## src/rtl/stby_pkg.sv

```systemverilog
package stby_pkg;

    localparam int REG_W    = 8;
    localparam int SBY_BIT  = 7;
    localparam int HIZ_BIT  = 6;
    localparam int ZERO_BIT = 5;
    localparam int ONES_W   = 5;
    localparam logic [REG_W-1:0] RST_VAL = 8'h1F;

    typedef enum logic [1:0] {
        MODE_RUN   = 2'd0,
        MODE_SLEEP = 2'd1,
        MODE_STBY  = 2'd2
    } pwr_mode_e;

    typedef struct packed {
        logic sby;
        logic hiz;
    } mode_bits_t;

    // Watchdog gating: while it runs, a bit may only fall or stay.
    function automatic logic gate_bit(input logic cur, input logic req, input logic wdt);
        return wdt ? (cur & req) : req;
    endfunction

    // Register image with the fixed reserved pattern.
    function automatic logic [REG_W-1:0] fmt_byte(input mode_bits_t b);
        logic [REG_W-1:0] v;
        v = '0;
        v[SBY_BIT]      = b.sby;
        v[HIZ_BIT]      = b.hiz;
        v[ZERO_BIT]     = 1'b0;
        v[ONES_W-1:0]   = '1;
        return v;
    endfunction

endpackage

```

## src/rtl/stby_ctl_regs.sv

```systemverilog
module stby_ctl_regs
    import stby_pkg::*;
(
    input  logic             clk,
    input  logic             rst,
    input  logic             wr_en,
    input  logic             wr_lane,
    input  logic [REG_W-1:0] wr_byte,
    input  logic             wdt_en,
    output mode_bits_t       bits_q
);

    mode_bits_t bits_d;

    always_comb begin
        bits_d = bits_q;
        if (wr_en && wr_lane) begin
            bits_d.sby = gate_bit(bits_q.sby, wr_byte[SBY_BIT], wdt_en);
            bits_d.hiz = gate_bit(bits_q.hiz, wr_byte[HIZ_BIT], wdt_en);
        end
    end

    always_ff @(posedge clk) begin
        if (rst) begin
            bits_q <= '{sby: RST_VAL[SBY_BIT], hiz: RST_VAL[HIZ_BIT]};
        end else begin
            bits_q <= bits_d;
        end
    end

    // watchdog blocks raising the standby-select bit
    p_sby_hold_r3: assert property (@(posedge clk) disable iff (rst)
        (wr_en && wr_lane && wdt_en && !bits_q.sby) |=> !bits_q.sby)
        else $error("p_sby_hold_r3");

    // watchdog blocks raising the port-float bit
    p_hiz_hold_r4: assert property (@(posedge clk) disable iff (rst)
        (wr_en && wr_lane && wdt_en && !bits_q.hiz) |=> !bits_q.hiz)
        else $error("p_hiz_hold_r4");

    // clearing is always honoured
    p_sby_clear_r5: assert property (@(posedge clk) disable iff (rst)
        (wr_en && wr_lane && !wr_byte[SBY_BIT]) |=> !bits_q.sby)
        else $error("p_sby_clear_r5");

    p_hiz_clear_r5: assert property (@(posedge clk) disable iff (rst)
        (wr_en && wr_lane && !wr_byte[HIZ_BIT]) |=> !bits_q.hiz)
        else $error("p_hiz_clear_r5");

    // no lane-0 write, no change
    p_no_write_r2: assert property (@(posedge clk) disable iff (rst)
        !(wr_en && wr_lane) |=> $stable(bits_q))
        else $error("p_no_write_r2");

endmodule

```

## src/rtl/stby_read_fmt.sv

```systemverilog
module stby_read_fmt
    import stby_pkg::*;
#(
    parameter int BUS_W = 32
) (
    input  mode_bits_t       bits,
    output logic [BUS_W-1:0] rd_data
);

    localparam int PAD_W = BUS_W - REG_W;

    logic [REG_W-1:0] img;
    assign img = fmt_byte(bits);

    generate
        if (PAD_W > 0) begin : g_pad
            assign rd_data = {{PAD_W{1'b0}}, img};
        end else begin : g_nopad
            assign rd_data = img[BUS_W-1:0];
        end
    endgenerate

endmodule

```

## src/rtl/stby_mode_ctl.sv

```systemverilog
module stby_mode_ctl
    import stby_pkg::*;
(
    input  logic       clk,
    input  logic       rst,
    input  logic       sleep_pulse,
    input  logic       wake_pulse,
    input  mode_bits_t bits,
    output logic       sleep_req,
    output logic       standby_req,
    output logic       port_hiz
);

    pwr_mode_e state_q, state_d;

    always_comb begin
        state_d = state_q;
        case (state_q)
            MODE_RUN: begin
                if (sleep_pulse) begin
                    state_d = bits.sby ? MODE_STBY : MODE_SLEEP;
                end
            end
            default: begin
                if (wake_pulse) begin
                    state_d = MODE_RUN;
                end
            end
        endcase
    end

    always_ff @(posedge clk) begin
        if (rst) begin
            state_q <= MODE_RUN;
        end else begin
            state_q <= state_d;
        end
    end

    assign sleep_req   = (state_q == MODE_SLEEP);
    assign standby_req = (state_q == MODE_STBY);
    assign port_hiz    = standby_req && bits.hiz;

    // sleep entry
    p_sleep_entry_r7: assert property (@(posedge clk) disable iff (rst)
        (state_q == MODE_RUN && sleep_pulse && !bits.sby) |=> sleep_req)
        else $error("p_sleep_entry_r7");

    // standby entry
    p_stby_entry_r8: assert property (@(posedge clk) disable iff (rst)
        (state_q == MODE_RUN && sleep_pulse && bits.sby) |=> standby_req)
        else $error("p_stby_entry_r8");

    // wake returns to run
    p_wake_r10: assert property (@(posedge clk) disable iff (rst)
        (state_q != MODE_RUN && wake_pulse) |=> (!sleep_req && !standby_req))
        else $error("p_wake_r10");

    // requests hold without wake
    p_hold_r10: assert property (@(posedge clk) disable iff (rst)
        (state_q != MODE_RUN && !wake_pulse) |=> $stable(state_q))
        else $error("p_hold_r10");

    p_onehot_r10: assert property (@(posedge clk) disable iff (rst)
        $onehot0({sleep_req, standby_req}))
        else $error("p_onehot_r10");

endmodule

```

## src/rtl/stby_ctl_unit.sv

```systemverilog
module stby_ctl_unit
    import stby_pkg::*;
#(
    parameter int BUS_W = 32
) (
    input  logic             clk,
    input  logic             rst,
    input  logic             wr_en,
    input  logic [BUS_W/8-1:0] wr_be,
    input  logic [BUS_W-1:0] wr_data,
    output logic [BUS_W-1:0] rd_data,
    input  logic             wdt_en,
    input  logic             sleep_pulse,
    input  logic             wake_pulse,
    output logic             sleep_req,
    output logic             standby_req,
    output logic             port_hiz
);

    localparam int BE_W = BUS_W / 8;

    mode_bits_t bits;
    logic       unused_lanes;

    assign unused_lanes = ^{wr_data[BUS_W-1:REG_W], wr_be[BE_W-1:1]};

    stby_ctl_regs u_regs (
        .clk     (clk),
        .rst     (rst),
        .wr_en   (wr_en),
        .wr_lane (wr_be[0]),
        .wr_byte (wr_data[REG_W-1:0]),
        .wdt_en  (wdt_en),
        .bits_q  (bits)
    );

    stby_read_fmt #(.BUS_W(BUS_W)) u_fmt (
        .bits    (bits),
        .rd_data (rd_data)
    );

    stby_mode_ctl u_mode (
        .clk         (clk),
        .rst         (rst),
        .sleep_pulse (sleep_pulse),
        .wake_pulse  (wake_pulse),
        .bits        (bits),
        .sleep_req   (sleep_req),
        .standby_req (standby_req),
        .port_hiz    (port_hiz)
    );

    // fixed reserved pattern on the read port
    p_fixed_bits_r6: assert property (@(posedge clk) disable iff (rst)
        (rd_data[ZERO_BIT:0] == 6'h1F) && (rd_data[BUS_W-1:REG_W] == '0))
        else $error("p_fixed_bits_r6");

    // ports float only in standby
    p_hiz_only_stby_r9: assert property (@(posedge clk) disable iff (rst)
        port_hiz |-> (standby_req && rd_data[HIZ_BIT]))
        else $error("p_hiz_only_stby_r9");

endmodule

```

## config.mk

```make
export PLATFORM = sky130hd
export DESIGN_NAME = stby_ctl_unit
export DESIGN_NICKNAME = d
export VERILOG_FILES = /design/src/rtl/stby_pkg.sv /design/src/rtl/stby_ctl_regs.sv /design/src/rtl/stby_read_fmt.sv /design/src/rtl/stby_mode_ctl.sv /design/src/rtl/stby_ctl_unit.sv
export SDC_FILE = /design/constraint.sdc
export NUM_CORES = 1
export LEC_CHECK = 0
export CORE_AREA = 2 2 39 41
export CTS_CLUSTER_DIAMETER = 150
export DETAILED_ROUTE_END_ITERATION = 8
export DIE_AREA = 0 0 41 43
export DONT_BUFFER_PORTS = 1
export GPL_TIMING_DRIVEN = 0
export PLACE_DENSITY = 0.48
export SLEW_MARGIN = 25
export SYNTH_ARGS = -nofsm -noshare
export SYNTH_HDL_FRONTEND = slang
export SYNTH_HIERARCHICAL = 1
export SYNTH_SLANG_ARGS = --single-unit
```

## constraint.sdc

```tcl
create_clock -name clk -period 2.4 [get_ports clk]
set_input_delay 0.36 -clock clk [delete_from_list [all_inputs] [get_ports clk]]
set_output_delay 0.36 -clock clk [all_outputs]
set_load 0.005 [all_outputs]
```

Yosys cells after proc, flatten, opt, wreduce, memory -nomap -nowiden
Cells that the tools add are included.
{"block": "classes", "eq_ne": 3, "mux": 6, "bitwise": 2, "reduce_logical": 5}
{"op": "2-bit 2-to-1 mux", "n": 4}
{"op": "1-bit AND", "n": 2}
{"op": "2-bit by 1-bit equality test with 1-bit output (second input constant)", "n": 1}
{"op": "2-bit equality test (second input constant)", "n": 1}
{"op": "1-bit logical AND", "n": 2}
{"op": "2-bit logical NOT", "n": 1}
{"op": "1-bit 2-to-1 mux", "n": 2}
{"op": "2-bit inequality test (second input constant)", "n": 1}
{"op": "2-bit AND reduction", "n": 1}
{"op": "2-bit nonzero test", "n": 1}
{"block": "word_totals", "register_bits": 4, "in_bits": 42}

Logic depth before layout (Yosys ltp)
{"block": "logic_depth", "ltp_word": 3, "ltp_mapped": 2, "depth_no_buf": 2}

Modules after synthesis
The synthesis kept the hierarchy.
{"module": "stby_read_fmt", "n_inst": 1, "cells_each": 34, "area_each_um2": 247.7, "seq_area_each_um2": 0.0}
{"module": "stby_mode_ctl", "n_inst": 1, "cells_each": 11, "area_each_um2": 106.4, "seq_area_each_um2": 40.0}
{"module": "stby_ctl_regs", "n_inst": 1, "cells_each": 7, "area_each_um2": 78.8, "seq_area_each_um2": 40.0}

Worst setup path before layout
Ideal clock, no wire load.
{"block": "synth_timing", "kind": "flip-flop to output port", "start": "register u_mode.state_q[0]", "end": "output port_hiz", "arrival_ns": 0.706, "t_required_ns": 2.040, "setup_slack_ns": 1.334, "stages_incl_launch_ff": 3, "path_cell_list": "dfxtp_1 -> and2b_2 -> and2_1"}
{"block": "synth_via", "elab_chain_len": 2}
{"item": "start: declaration", "line_no": "stby_mode_ctl.sv:14", "rtl": "pwr_mode_e state_q, state_d;"}
{"item": "start signal: assignment", "line_no": "stby_mode_ctl.sv:36", "rtl": "state_q <= state_d;"}
{"item": "2-bit equality test", "line_no": "stby_mode_ctl.sv:41", "rtl": "assign standby_req = (state_q == MODE_STBY);"}
{"item": "named net standby_req", "line_no": "stby_ctl_unit.sv:16", "rtl": "output logic standby_req,"}
{"item": "1-bit logical AND", "line_no": "stby_mode_ctl.sv:42", "rtl": "assign port_hiz = standby_req && bits.hiz;"}
{"item": "end: declaration", "line_no": "stby_ctl_unit.sv:17", "rtl": "output logic port_hiz"}
The timed path passes the listed nets, and every way through them passes these cells.

Worst setup path after layout
Ends and elaborated chain as after synthesis.

==> impl_metrics.py <==
metrics = {
    "outcome": {
        "outcome": "finished, final reports clean",
    },
    "cts": {
        "worstSkewPairLatency_ns": 0.23,
        "hold_buffers": 0,
        "cts-root-to-sink-buffers": 2,
        "postCtsResizedCells": 0,
        "cts_num_sinks": 4,
        "clock_tree.htree_level_count": 1,
        "postCtsSetupRepairBufs": 0,
        "cts_tree": "yes",
        "tritoncts.num_buffers": 3,
        "clk_pin_slew_ns": 0.04,
        "clockRootBuffer": "sky130_fd_sc_hd__clkbuf_4",
    },
    "finish": {
        "layout.filler_cells": 144,
        "multi_input_area_sq_um": 214,
        "drive_gt1_frac": 0.434,
        "finalNetCount": 127,
        "n_antenna_cell": 0,
        "final-seq-area_sq_um": 80.1,
        "p_r_area_growth_vs_syn_pct": 34.1,
    },
    "global_route": {
        "gr-max-usage-layer": "met2",
        "grt_pass1_wl_microns": 807,
        "grt_max_degree": 6,
        "antenna_violations_before_repair": 0,
        "grt.met3_usage": 0.0314,
        "globalRouteMet1Util": 0.0506,
        "grt_pass1_vias": 222,
        "grt.overflow.total": 0,
        "grtUsageMet2": 0.106,
        "global_routing_usage_summed_across_all_routing_layers": 0.0679,
    },
    "floorplanning": {
        "die_w_microns": 41,
        "die_height_microns": 43,
        "core_region_area_sq_um": 1380,
        "die-area_sq_um": 1760,
        "initial_core_util": 0.313,
        "rows": 14,
        "io_pins": 77,
    },
    "place": {
        "dpl.hpwl_microns": 592,
        "port_buffers": 0,
        "post-place-ws_ns": 1.30,
        "gp_congestion": 0.556,
    },
    "critical_path": {
        "timing.setup.critical_path_class": "reg2out",
        "required_ns": 2.04,
        "cp_data_arrival_time_ns": 0.98,
        "regToRegSetupSlack_ns": 1.37,
        "rr_startpoint": "u_mode/state_q[1]$_SDFFE_PP0P_",
        "rr_worst_depth": 2,
        "startpoint_type": "flop",
        "worstSetupStartpoint": "u_mode/state_q[0]$_SDFFE_PP0P_",
        "endpoint_of_the_most_critical_setup_path": "port_hiz",
        "critical_path_peak_fanout": 5,
        "worst_setup_path_end_kind": "primary output",
        "reg2reg_to": "u_mode/state_q[0]$_SDFFE_PP0P_",
    },
    "logic_synthesis": {
        "synth_top_family_by_area": "buffers and inverters",
        "synthAdderAreaFrac": 0,
        "top_cell_type_by_total_area_after_synthesis": "sky130_fd_sc_hd__buf_4",
        "async_flop_share": 0,
        "syn_area_sq_um": 433,
        "synth_top_area_share": 0.555,
        "synth-edff-count": 0,
        "synth_most_common_cell": "sky130_fd_sc_hd__buf_4",
        "muxShareOfSynthArea": 0,
        "synth_xor_xnor_area_share": 0,
        "syn_inst": 52,
        "synth.top_cells.by_area": "sky130_fd_sc_hd__buf_4, sky130_fd_sc_hd__dfxtp_1, sky130_fd_sc_hd__o221a_1",
        "sequential_element_share_of_the_synthesized_area": 0.185,
        "syn_area_per_cell_sq_um": 8.33,
        "post_synthesis_compound_gate_area_fraction": 0.0751,
        "ys.warnings.count": 6,
        "post_synth_num_cell_types": 15,
        "fraction_of_the_mapped_netlist_area_in_simple_logic_gates": 0.159,
        "post_synth_most_frequent_cells": "sky130_fd_sc_hd__buf_4, sky130_fd_sc_hd__dfxtp_1, sky130_fd_sc_hd__a21oi_1, sky130_fd_sc_hd__conb_1, sky130_fd_sc_hd__o221a_1",
        "synth_flop_cell": "sky130_fd_sc_hd__dfxtp_1",
        "synth_seq_cells": 4,
    },
    "sta": {
        "grt_setup_unrepaired": "no",
        "timing.final.hold_violations": 0,
        "maxSlewViolCount": 0,
        "final.period_utilization": 0.557,
        "clock.fmax_mhz": 748,
        "final-setup-viol-count": 0,
        "final.min_clock_period_ns": 1.34,
        "fin_setup_tns_ns": 0,
        "final.setup_skew_ns": 0.000151,
        "post-route-worst-setup-slack_ns": 1.06,
    },
    "power_and_ir_drop": {
        "power.density_cell_area_nw_per_um2": 368,
        "p_leak_uw": 0.000356,
        "power.ir.vdd_worst_v": 0.0000892,
    },
    "min_path": {
        "timing.hold.worst.class": "in2reg",
        "cell_count_of_the_worst_hold_path": 1,
    },
    "routing": {
        "drt_pass1_iterations": 1,
        "viasPerCell": 3.06,
        "drt_first_iter_violations": 0,
        "postRouteWirelength_microns": 632,
        "wl_per_cell_microns": 6.38,
        "detail-route-antenna-nets": 0,
        "drc": 0,
        "via_count": 303,
    },
    "job": {
        "number_of_maximum_capacitance_violations": 0,
    },
}
sequential cells by signal, summed over array words and instances (netlist names):
name	cells
u_regs/bits_q	2
u_mode/state_q	2
stage by stage:
step | instances | utilization | hold WS (ns) | total power [uW] | instance area (sq um)
5_1_grt | 99 | 0.420 | 0.185 | 232 | 581
2_1_floorplan | 80 | - | 0.429 | 130 | 538
4_1_cts | 99 | 0.420 | 0.188 | 216 | 581
3_3_place_gp | 96 | 0.403 | 0.434 | 132 | 558
6_report | 99 | 0.420 | 0.199 | 214 | 581
3_5_place_dp | 96 | 0.403 | 0.435 | 132 | 558
layer usage:
metal	share of wire	vias to the layer above
met5	0	-
met2	0.50	22
met3	0.20	0
li1	-	167
met1	0.29	114
met4	0	0
layout make-up:
type                    count  area share
plain buffers              32       0.414
inverters                   1     0.00647
clock buffers               3      0.0388
flip-flops and latches      4       0.138
well taps                  16      0.0345
multi-input cells          43       0.369
cell families (layout without fill, tap and decap cells):
group                  after synthesis  after routing
flip-flops                           4              4
buffers and inverters               33             36
other                                2             30
AND/OR/NAND/NOR                      9              9
AO/OA/AOI/OAI                        4              4
cells in the final DEF, fill, tap and decap left out:
cell type / Yosys / final
sky130_fd_sc_hd__a21oi_1: 2 / 2
sky130_fd_sc_hd__buf_4: 32 / 32
sky130_fd_sc_hd__nand2_1: 1 / 1
sky130_fd_sc_hd__or4b_1: 1 / 1
sky130_fd_sc_hd__or2b_1: 1 / 1
sky130_fd_sc_hd__and3b_1: 1 / 1
sky130_fd_sc_hd__dfxtp_1: 4 / 4
sky130_fd_sc_hd__and2_1: 1 / 1
sky130_fd_sc_hd__o221a_1: 2 / 2
sky130_fd_sc_hd__inv_1: 1 / 1
sky130_fd_sc_hd__conb_1: 2 / 30
sky130_fd_sc_hd__clkbuf_4: 0 / 3
sky130_fd_sc_hd__nand2b_1: 1 / 1
sky130_fd_sc_hd__and2b_2: 1 / 1
sky130_fd_sc_hd__nor2b_1: 1 / 1
sky130_fd_sc_hd__nand4bb_1: 1 / 1
worst max-delay path, stage by stage, from the launching register on:
cell and delay [ns]:
sky130_fd_sc_hd__dfxtp_1 0.35, sky130_fd_sc_hd__and2b_2 0.24, sky130_fd_sc_hd__and2_1 0.16
worst min path at each step:
stage | from | end | slack (ns)
floorplan | rst | u_mode/state_q[0]$_SDFFE_PP0P_ | 0.43
global placement | rst | u_mode/state_q[0]$_SDFFE_PP0P_ | 0.43
detailed placement | rst | u_mode/state_q[0]$_SDFFE_PP0P_ | 0.44
CTS | rst | u_mode/state_q[1]$_SDFFE_PP0P_ | 0.19
global route | rst | u_mode/state_q[1]$_SDFFE_PP0P_ | 0.18
finish | rst | u_mode/state_q[0]$_SDFFE_PP0P_ | 0.20
report_power, final:
part	switching (uW)	internal [uW]	leakage (uW)
logic	21.1	38.6	0.000309
registers	2.78	70.3	0.0000327
clock network	25.2	55.8	0.0000138
No activity file was read; power rests on OpenSTA's default activity.
